[src/rtl/ucsr_pkg.sv]
package ucsr_pkg;
    typedef enum logic [2:0] {
        OP_LOAD   = 3'b000,
        OP_INV    = 3'b001,
        OP_SH_LO  = 3'b010,
        OP_SH_HI  = 3'b011,
        OP_DOWN   = 3'b100,
        OP_CLEAR  = 3'b101,
        OP_UP     = 3'b110,
        OP_HOLD   = 3'b111
    } op_e;
endpackage

[src/rtl/ucsr_next.sv]
module ucsr_next
    import ucsr_pkg::*;
#(
    parameter int WIDTH = 4
) (
    input  op_e              op,
    input  logic [WIDTH-1:0] cur,
    input  logic [WIDTH-1:0] preset,
    input  logic             cnt_en_n,
    input  logic             trk_ser_n,
    input  logic             ser_hi,
    output logic [WIDTH-1:0] nxt
);
    localparam logic [WIDTH-1:0] STEP = WIDTH'(1);

    logic go;
    assign go = !cnt_en_n && !trk_ser_n;

    always_comb begin
        unique case (op)
            OP_LOAD:  nxt = preset;
            OP_INV:   nxt = ~cur;
            OP_SH_LO: nxt = {ser_hi, cur[WIDTH-1:1]};
            OP_SH_HI: nxt = {cur[WIDTH-2:0], trk_ser_n};
            OP_DOWN:  nxt = go ? cur - STEP : cur;
            OP_CLEAR: nxt = '0;
            OP_UP:    nxt = go ? cur + STEP : cur;
            default:  nxt = cur;
        endcase
    end
endmodule

[src/rtl/ucsr_tc.sv]
module ucsr_tc
    import ucsr_pkg::*;
#(
    parameter int WIDTH = 4
) (
    input  op_e              op,
    input  logic [WIDTH-1:0] cur,
    output logic             tc
);
    logic full, empty;
    assign full  = &cur;
    assign empty = ~|cur;

    always_comb begin
        case (op)
            OP_UP:             tc = ~full;
            OP_DOWN:           tc = ~empty;
            OP_SH_LO, OP_SH_HI: tc = cur[WIDTH-1];
            default:           tc = 1'b1;
        endcase
    end
endmodule

[src/rtl/ucsr4.sv]
module ucsr4
    import ucsr_pkg::*;
#(
    parameter int WIDTH = 4
) (
    input  logic             clk,
    input  logic             mr,
    input  logic [2:0]       op,
    input  logic             cnt_en_n,
    input  logic             trk_ser_n,
    input  logic             ser_hi,
    input  logic [WIDTH-1:0] preset,
    output logic [WIDTH-1:0] q,
    output logic [WIDTH-1:0] q_n,
    output logic             tc
);
    typedef struct packed {
        logic [WIDTH-1:0] bits;
        logic             armed;
    } state_t;

    state_t st_d, st_q;
    op_e    op_sel;
    logic [WIDTH-1:0] nxt_bits;

    assign op_sel = op_e'(op);

    ucsr_next #(.WIDTH(WIDTH)) next_i (
        .op(op_sel), .cur(st_q.bits), .preset(preset),
        .cnt_en_n(cnt_en_n), .trk_ser_n(trk_ser_n), .ser_hi(ser_hi),
        .nxt(nxt_bits)
    );

    ucsr_tc #(.WIDTH(WIDTH)) tc_i (
        .op(op_sel), .cur(st_q.bits), .tc(tc)
    );

    always_comb begin
        st_d       = st_q;
        st_d.bits  = nxt_bits;
        st_d.armed = 1'b1;
    end

    always_ff @(posedge clk or posedge mr) begin
        if (mr) st_q <= '0;
        else    st_q <= st_d;
    end

    assign q   = st_q.bits;
    assign q_n = ~st_q.bits;

    a_r2_load: assert property (@(posedge clk) disable iff (mr)
        (st_q.armed && $past(op) == 3'b000) |-> (q == $past(preset)));
    a_r3_invert: assert property (@(posedge clk) disable iff (mr)
        (st_q.armed && $past(op) == 3'b001) |-> (q == ~$past(q)));
    a_r4_clear: assert property (@(posedge clk) disable iff (mr)
        (st_q.armed && $past(op) == 3'b101) |-> (q == '0));
    a_r5_hold: assert property (@(posedge clk) disable iff (mr)
        (st_q.armed && $past(op) == 3'b111) |-> $stable(q));
    a_r8_count_gated: assert property (@(posedge clk) disable iff (mr)
        (st_q.armed && ($past(op) == 3'b110 || $past(op) == 3'b100)
         && ($past(cnt_en_n) || $past(trk_ser_n))) |-> $stable(q));
    a_r11_tc_up: assert property (@(posedge clk) disable iff (mr)
        (op == 3'b110) |-> (tc == (q != '1)));
    a_r11_tc_down: assert property (@(posedge clk) disable iff (mr)
        (op == 3'b100) |-> (tc == (q != '0)));
    a_r12_tc_shift: assert property (@(posedge clk) disable iff (mr)
        (op == 3'b010 || op == 3'b011) |-> (tc == q[WIDTH-1]));
    a_r12_tc_idle: assert property (@(posedge clk) disable iff (mr)
        (op == 3'b000 || op == 3'b001 || op == 3'b101 || op == 3'b111) |-> tc);
    a_r13_compl: assert property (@(posedge clk) disable iff (mr)
        (q_n ^ q) == '1);
endmodule

[config.mk]
export PLATFORM = sky130hd
export DESIGN_NAME = ucsr4
export DESIGN_NICKNAME = d
export VERILOG_FILES = /design/src/rtl/ucsr_pkg.sv /design/src/rtl/ucsr_next.sv /design/src/rtl/ucsr_tc.sv /design/src/rtl/ucsr4.sv
export SDC_FILE = /design/constraint.sdc
export NUM_CORES = 1
export LEC_CHECK = 0
export ABC_AREA = 1
export ABC_CLOCK_PERIOD_IN_PS = 1500
export BUFFER_PORTS_ARGS = -buffer_cell sky130_fd_sc_hd__clkbuf_2
export CAP_MARGIN = 20
export CORE_AREA = 2 2 40 42
export DETAILED_ROUTE_END_ITERATION = 10
export DIE_AREA = 0 0 42 44
export PLACE_DENSITY = 0.68
export SYNTH_ARGS = -nofsm -noshare
export SYNTH_HDL_FRONTEND = slang
export SYNTH_SLANG_ARGS = --single-unit
[constraint.sdc]
create_clock -name clk -period 1.5 [get_ports clk]
set_clock_uncertainty 0.1 [all_clocks]
set_input_delay 0.075 -clock clk [delete_from_list [all_inputs] [get_ports clk]]
set_output_delay 0.075 -clock clk [all_outputs]
set_load 0.05 [all_outputs]
==> results of run 1 <==
[worst reg2reg max path: stages (launching register included)]
cell and delay, ps:
dfrtp_2 380, clkinvlp_4 100, fa_1 490, or2_1 110, nand3_2 70, o21ai_2 150, nand2_1 60
[cell families after synthesis]
family / Yosys count / synth area share (%)
and+or+nand+nor: 62 / 54.1
buffers and inverters: 15 / 10.3
AOI/OAI and AO/OA: 9 / 8.95
DFF: 4 / 18.3
adders and majority gates: 3 / 8.26
[metrics by stage]
step           instances  hold slack (ps)  utilization [%]  area, um2
4_1_cts              147             69.0             59.0        837
2_1_floorplan         93             -259                -        571
6_report             149             74.0             63.8        906
5_1_grt              149              136             63.8        906
3_3_place_gp         143             -155             56.1        796
3_5_place_dp         143             -148             56.1        796
[where the power goes]
group | leakage (nW) | switching, mW | internal [mW] | total, mW
combinational | 0.426 | 0.419 | 0.245 | 0.663
clock | 0.0138 | 0.0421 | 0.0893 | 0.131
sequential | 0.0445 | 0.0366 | 0.137 | 0.173
total | 0.485 | 0.497 | 0.471 | 0.968
[how the worst max path moves through the flow]
stage / startpoint / to / slack (ps) / cells after the start
2_1_floorplan: q[1] / q[1] / -550 / 6
3_3_place_gp: q[1] / q[1] / -80 / 6
3_5_place_dp: q[1] / q[1] / -90 / 6
4_1_cts: q[1] / q[1] / -100 / 6
5_1_grt: q[0] / q[1] / -160 / 6
6_report: q[0] / q[1] / -80 / 6
[per-layer routing]
layer / vias to the layer above / part of all wire (%) / routed length [um]
met3: 2 / 5.7 / 102
met2: 29 / 51 / 910
met5: - / 0 / 0
met4: 0 / 0.45 / 8
met1: 335 / 42 / 752
li1: 380 / - / -
[repair_timing]
action	CTS	global route
hold endpoints to repair	4	0
pin swaps	0	7
gates resized for setup	4	11
gates cloned	0	0
setup endpoints to repair	2	4
hold buffers	1	0
buffers inserted	0	2
[cell usage in the layout, fill, tap and decap left out, drive strengths merged]
| cell | count |
|---|---|
| nand2 | 32 |
| clkbuf | 22 |
| buf | 17 |
| nor2 | 13 |
| nand3 | 12 |
| inv | 12 |
| o21ai | 5 |
| dfrtp | 4 |
| a21oi | 4 |
| clkinvlp | 2 |
| nor3 | 2 |
| nand4 | 2 |
| ha | 2 |
| clkinv | 1 |
| or2 | 1 |
| fa | 1 |
| dlygate4sd3 | 1 |
[layout make-up]
cell class                      instances  area (um2)  area share, %
Timing Repair Buffer                   37         248           27.3
Clock buffer                            3        22.5           2.49
Inverter                               15        66.3           7.32
Tap cell                               16        20.0           2.21
Sequential cell                         4         105           11.6
Multi-Input combinational cell         74         444           49.0
==> results.sh, run 1 <==
export IMPL_cts_buffers=3
export IMPL_pre_cts_slack_ps=-92.6
export IMPL_synth_cells_most_frequent="nand2_1 (26), nand3_1 (12), inv_1 (10), nor2_1 (10), nand2_2 (5)"
export IMPL_drt_pass1_iterations=4
export IMPL_crit_path_end_kind="flop"
export IMPL_globalRouteOverflowTotal=0
export IMPL_finalHoldViolations=0
export IMPL_kind_of_cell_with_the_highest_combined_delay_on_the_critical_path="adder cells"
export IMPL_htreeDepth=1
export IMPL_worst_slew_pin_transition_ps=342
export IMPL_yosysSeqAreaShare_pct=18.3
export IMPL_cp_data_required_time_ps=1510
export IMPL_num_io_pins=21
export IMPL_setup_viol_count_final=2
export IMPL_crit_reg2reg_capture="q[1]"
export IMPL_globalplace_congestion=0.855
export IMPL_power_density_normalized_to_cell_area_nw_per_um2=1070
export IMPL_worst_case_vdd_ir_drop_uv=764
export IMPL_row_count=14
export IMPL_synthesis_instances=93
export IMPL_detail_route_drc_violations=0
export IMPL_net_count_final=150
export IMPL_drt_total_wl_um=1770
export IMPL_cts_sink_count=4
export IMPL_gr_max_usage_layer="met2"
export IMPL_die_h_um=44
export IMPL_yosysMostFrequentCell="nand2_1"
export IMPL_crit_buf_inv=1
export IMPL_synth_top_area_cell="dfrtp_1"
export IMPL_groute_layer_met2_usage_pct=33.8
export IMPL_layout_min_cycle_time_ps=1580
export IMPL_grt_max_degree=9
export IMPL_unique_masters_post_synth=19
export IMPL_drt_iter0_drcs=15
export IMPL_areaGrowthSynthToFinish_pct=66.1
export IMPL_start_kind="flop"
export IMPL_part_of_the_cycle_the_worst_path_needs_pct=105
export IMPL_fin_worst_setup_slack_ps=-78.3
export IMPL_hold_depth=5
export IMPL_clk_latency_ps=240
export IMPL_largest_register_ff_count=4
export IMPL_groute_layer_met3_usage_pct=5.83
export IMPL_max_cap_violations=0
export IMPL_critPathKind="flop to flop"
export IMPL_ys_async_sr_fraction_pct=100
export IMPL_route_detailed_wl_per_inst_um=11.9
export IMPL_synth_area_um2=546
export IMPL_hold_path_class="input pin to flop"
export IMPL_grt_first_pass_wirelength_um=2660
export IMPL_ff2ff_path_depth=6
export IMPL_rsz0062_at_grt="true"
export IMPL_vias=746
export IMPL_layout_cell_share_with_drive_strength_beyond_1_pct=52.6
export IMPL_max_clock_freq_ghz=0.634
export IMPL_run_status="complete, but fails checks"
export IMPL_postSynthAreaPerCell_um2=5.87
export IMPL_drt_antenna_violating_nets=0
export IMPL_yosys_most_used_dff="dfrtp_1"
export IMPL_grt_met1_usage_pct=23.1
export IMPL_number_of_enable_flip_flop_cells_after_synthesis=0
export IMPL_first_global_vias=635
export IMPL_clkTransAtPathRegs_ps=40
export IMPL_horiz_die_dim_um=42
export IMPL_timing_final_max_slew_violations=0
export IMPL_p_leak_nw=0.485
export IMPL_r2r_setup_slack_ps=-80
export IMPL_critical_path_max_stage_delay_ps=490
export IMPL_initial_utilization_pct=38.4
export IMPL_yosys_warnings=0
export IMPL_hold_path_startpoint="preset[2]"
export IMPL_floorplan_core_area_um2=1420
export IMPL_routed_via_density=5.01
export IMPL_slew_headroom_pct=76.9
export IMPL_hpwlAfterDp_um=1390
export IMPL_failed_checks="negative setup slack"
export IMPL_worst_path_max_delay_cell="fa_1"
export IMPL_fillers=125
export IMPL_diodes=0
export IMPL_totalPowerFinal_mw=0.968
export IMPL_tritoncts="done"
export IMPL_setup_tns_ps=-86.8
export IMPL_synth_nets=108
export IMPL_antenna_found_initial=0
export IMPL_grt_use_total_pct=19.1
export IMPL_sequence_of_cells_on_the_critical_path="clkinvlp_4, fa_1, or2_1, nand3_2, o21ai_2, nand2_1"
export IMPL_yosys_area_top_type_share_pct=18.3
export IMPL_die_outline_area_um2=1850
export IMPL_r2r_start="q[0]"
export IMPL_yosys_top_cells_area="dfrtp_1 (18%), nand2_1 (18%), nand3_1 (11%)"
export IMPL_max_clock_path_buffers=2
export IMPL_clock_root_buffer="clkbuf_4"
export IMPL_place_port_buffers=20
export IMPL_ys_ff_latch=4
export IMPL_hold_path_endpoint="q[2]"
export IMPL_critPathArrivalTime_ps=1590
export IMPL_biggest_fanout_along_the_worst_timing_path=2
(Power assumes the default switching activity.)
==> inputs of run 2 (changes only) <==
--- a/config.mk
+++ b/config.mk
@@ -6,13 +6,14 @@
 export NUM_CORES = 1
 export LEC_CHECK = 0
 export ABC_AREA = 1
-export ABC_CLOCK_PERIOD_IN_PS = 1500
+export ABC_CLOCK_PERIOD_IN_PS = 1900
 export BUFFER_PORTS_ARGS = -buffer_cell sky130_fd_sc_hd__clkbuf_2
 export CAP_MARGIN = 20
 export CORE_AREA = 2 2 40 42
 export DETAILED_ROUTE_END_ITERATION = 10
 export DIE_AREA = 0 0 42 44
-export PLACE_DENSITY = 0.68
+export GPL_TIMING_DRIVEN = 0
+export PLACE_DENSITY = 0.66
 export SYNTH_ARGS = -nofsm -noshare
 export SYNTH_HDL_FRONTEND = slang
 export SYNTH_SLANG_ARGS = --single-unit
==> constraint.sdc (replaced) <==
create_clock -name clk -period 1.9 [get_ports clk]
set_clock_uncertainty 0.1 [all_clocks]
set_input_delay 0.095 -clock clk [delete_from_list [all_inputs] [get_ports clk]]
set_output_delay 0.095 -clock clk [all_outputs]
set_load 0.05 [all_outputs]
==> results.sh, run 2 (same netlist as run 1, synthesis figures left out) <==
export IMPL_run_status="finished, final reports clean"
export IMPL_worst_slew_pin_transition_ps=330
export IMPL_most_frequent_standard_cell_in_the_layout_excluding_fill_and_tap_cells="nand2_1"
export IMPL_pre_cts_slack_ps=28.0
export IMPL_hold_path_startpoint="preset[0]"
export IMPL_grt_first_pass_wirelength_um=2190
export IMPL_worst_case_vdd_ir_drop_uv=566
export IMPL_grt_met1_usage_pct=20.7
export IMPL_max_clock_freq_ghz=0.596
export IMPL_net_count_final=134
export IMPL_hold_path_endpoint="q[0]"
export IMPL_r2r_start="q[1]"
export IMPL_placed_cell_area_um2=682
export IMPL_die_outline_area_um2=1850
export IMPL_place_port_buffers=20
export IMPL_cts_sink_count=4
export IMPL_vias=637
export IMPL_r2r_setup_slack_ps=220
export IMPL_initial_utilization_pct=38.4
export IMPL_crit_path_end_kind="flop"
export IMPL_htreeDepth=1
export IMPL_drt_antenna_violating_nets=0
export IMPL_globalRouteOverflowTotal=0
export IMPL_start_kind="flop"
export IMPL_grt_use_total_pct=15.6
export IMPL_setup_viol_count_final=0
export IMPL_clkTransAtPathRegs_ps=40
export IMPL_slew_headroom_pct=78.0
export IMPL_num_io_pins=21
export IMPL_hold_depth=5
export IMPL_die_h_um=44
export IMPL_layout_min_cycle_time_ps=1680
export IMPL_cp_data_required_time_ps=1910
export IMPL_detail_route_drc_violations=0
export IMPL_part_of_the_cycle_the_worst_path_needs_pct=88.3
export IMPL_row_count=14
export IMPL_areaGrowthSynthToFinish_pct=31.7
export IMPL_max_clock_path_buffers=2
export IMPL_rsz0062_at_grt="false"
export IMPL_biggest_fanout_along_the_worst_timing_path=6
export IMPL_finalHoldViolations=0
export IMPL_tritoncts="done"
export IMPL_finalInstanceArea_um2=718
export IMPL_clock_root_buffer="clkbuf_4"
export IMPL_globalplace_congestion=0.800
export IMPL_antenna_found_initial=0
export IMPL_p_leak_nw=0.395
export IMPL_timing_final_max_slew_violations=0
export IMPL_grt_max_degree=9
export IMPL_utilization_pct=50.6
export IMPL_critPathKind="flop to flop"
export IMPL_totalPowerFinal_mw=0.639
export IMPL_drt_iter0_drcs=11
export IMPL_power_density_normalized_to_cell_area_nw_per_um2=890
export IMPL_most_common_layout_cells="nand2_1 (26), clkbuf_2 (20), nand3_1 (11)"
export IMPL_hpwlAfterDp_um=1130
export IMPL_cts_buffers=3
export IMPL_critPathArrivalTime_ps=1690
export IMPL_crit_reg2reg_capture="q[1]"
export IMPL_route_detailed_wl_per_inst_um=10.4
export IMPL_gr_max_usage_layer="met2"
export IMPL_drt_total_wl_um=1400
export IMPL_post_cts_setup_buffer_count=0
export IMPL_first_global_vias=536
export IMPL_layout_cell_share_with_drive_strength_beyond_1_pct=38.1
export IMPL_groute_layer_met2_usage_pct=27.5
export IMPL_routed_via_density=4.75
export IMPL_horiz_die_dim_um=42
export IMPL_floorplan_core_area_um2=1420
export IMPL_hold_path_class="input pin to flop"
export IMPL_diodes=0
export IMPL_ff2ff_path_depth=6
export IMPL_groute_layer_met3_usage_pct=0
export IMPL_drt_pass1_iterations=4
export IMPL_max_cap_violations=0
export IMPL_fin_worst_setup_slack_ps=222
export IMPL_clk_latency_ps=230
export IMPL_largest_register_ff_count=4
-- run 2: cell types whose count changed in the layout (fill, tap and decap cells not counted), moves of 2 or more --
cell / delta
ha_1: +2
nand3_1: +2
inv_1: +2
buf_4: -14
ha_4: -2
buf_6: -2
-- run 2: through the flow --
step | cells | hold WS, ps | TNS (ps)
global route | 134 | 133 | 0
global placement | 129 | -145 | 0
finish | 134 | 106 | 0
detailed placement | 129 | -140 | 0
CTS | 134 | 103 | 0
floorplan | 93 | -239 | -229
-- run 2: metal layers --
metal / routed length, um / vias to the layer above
met4: 0 / 0
met1: 679 / 276
met5: 0 / -
li1: - / 346
met3: 56 / 0
met2: 661 / 15
-- run 2: cell type report --
cell class	count	area [um2]
inverters	15	63.8
flip-flops and latches	4	104
multi-input cells	74	394
fillers	161	701
repair buffers	21	110
well taps	16	20.0
clock buffers	4	26.3
-- run 2: critical path, stage by stage (launching register included) --
cell and delay [ps]:
dfrtp_2 430, clkinvlp_4 170, fa_1 520, or2_1 100
nand3_1 70, o21ai_1 120, nand2_1 60
-- run 2: power by group --
part	total [mW]	internal, mW	switching [mW]
clock network	0.114	0.0788	0.0348
registers	0.147	0.107	0.0399
logic	0.379	0.101	0.278
total	0.639	0.286	0.353
-- run 2: worst max path at each step --
| stage | start | endpoint | slack (ps) | cells after the start |
|---|---|---|---|---|
| 6_report | q[1] | q[1] | 220 | 6 |
| 5_1_grt | op[1] | q[3] | 120 | 11 |
| 3_5_place_dp | op[2] | q[3] | 30 | 11 |
| 2_1_floorplan | q[1] | q[1] | -150 | 6 |
| 3_3_place_gp | op[2] | q[3] | 60 | 11 |
| 4_1_cts | q[1] | q[1] | 230 | 6 |
-- run 2: timing repair --
item                      4_1_cts  5_1_grt
hold buffers                    1        0
gates resized for setup         0        0
hold endpoints to repair        4        0
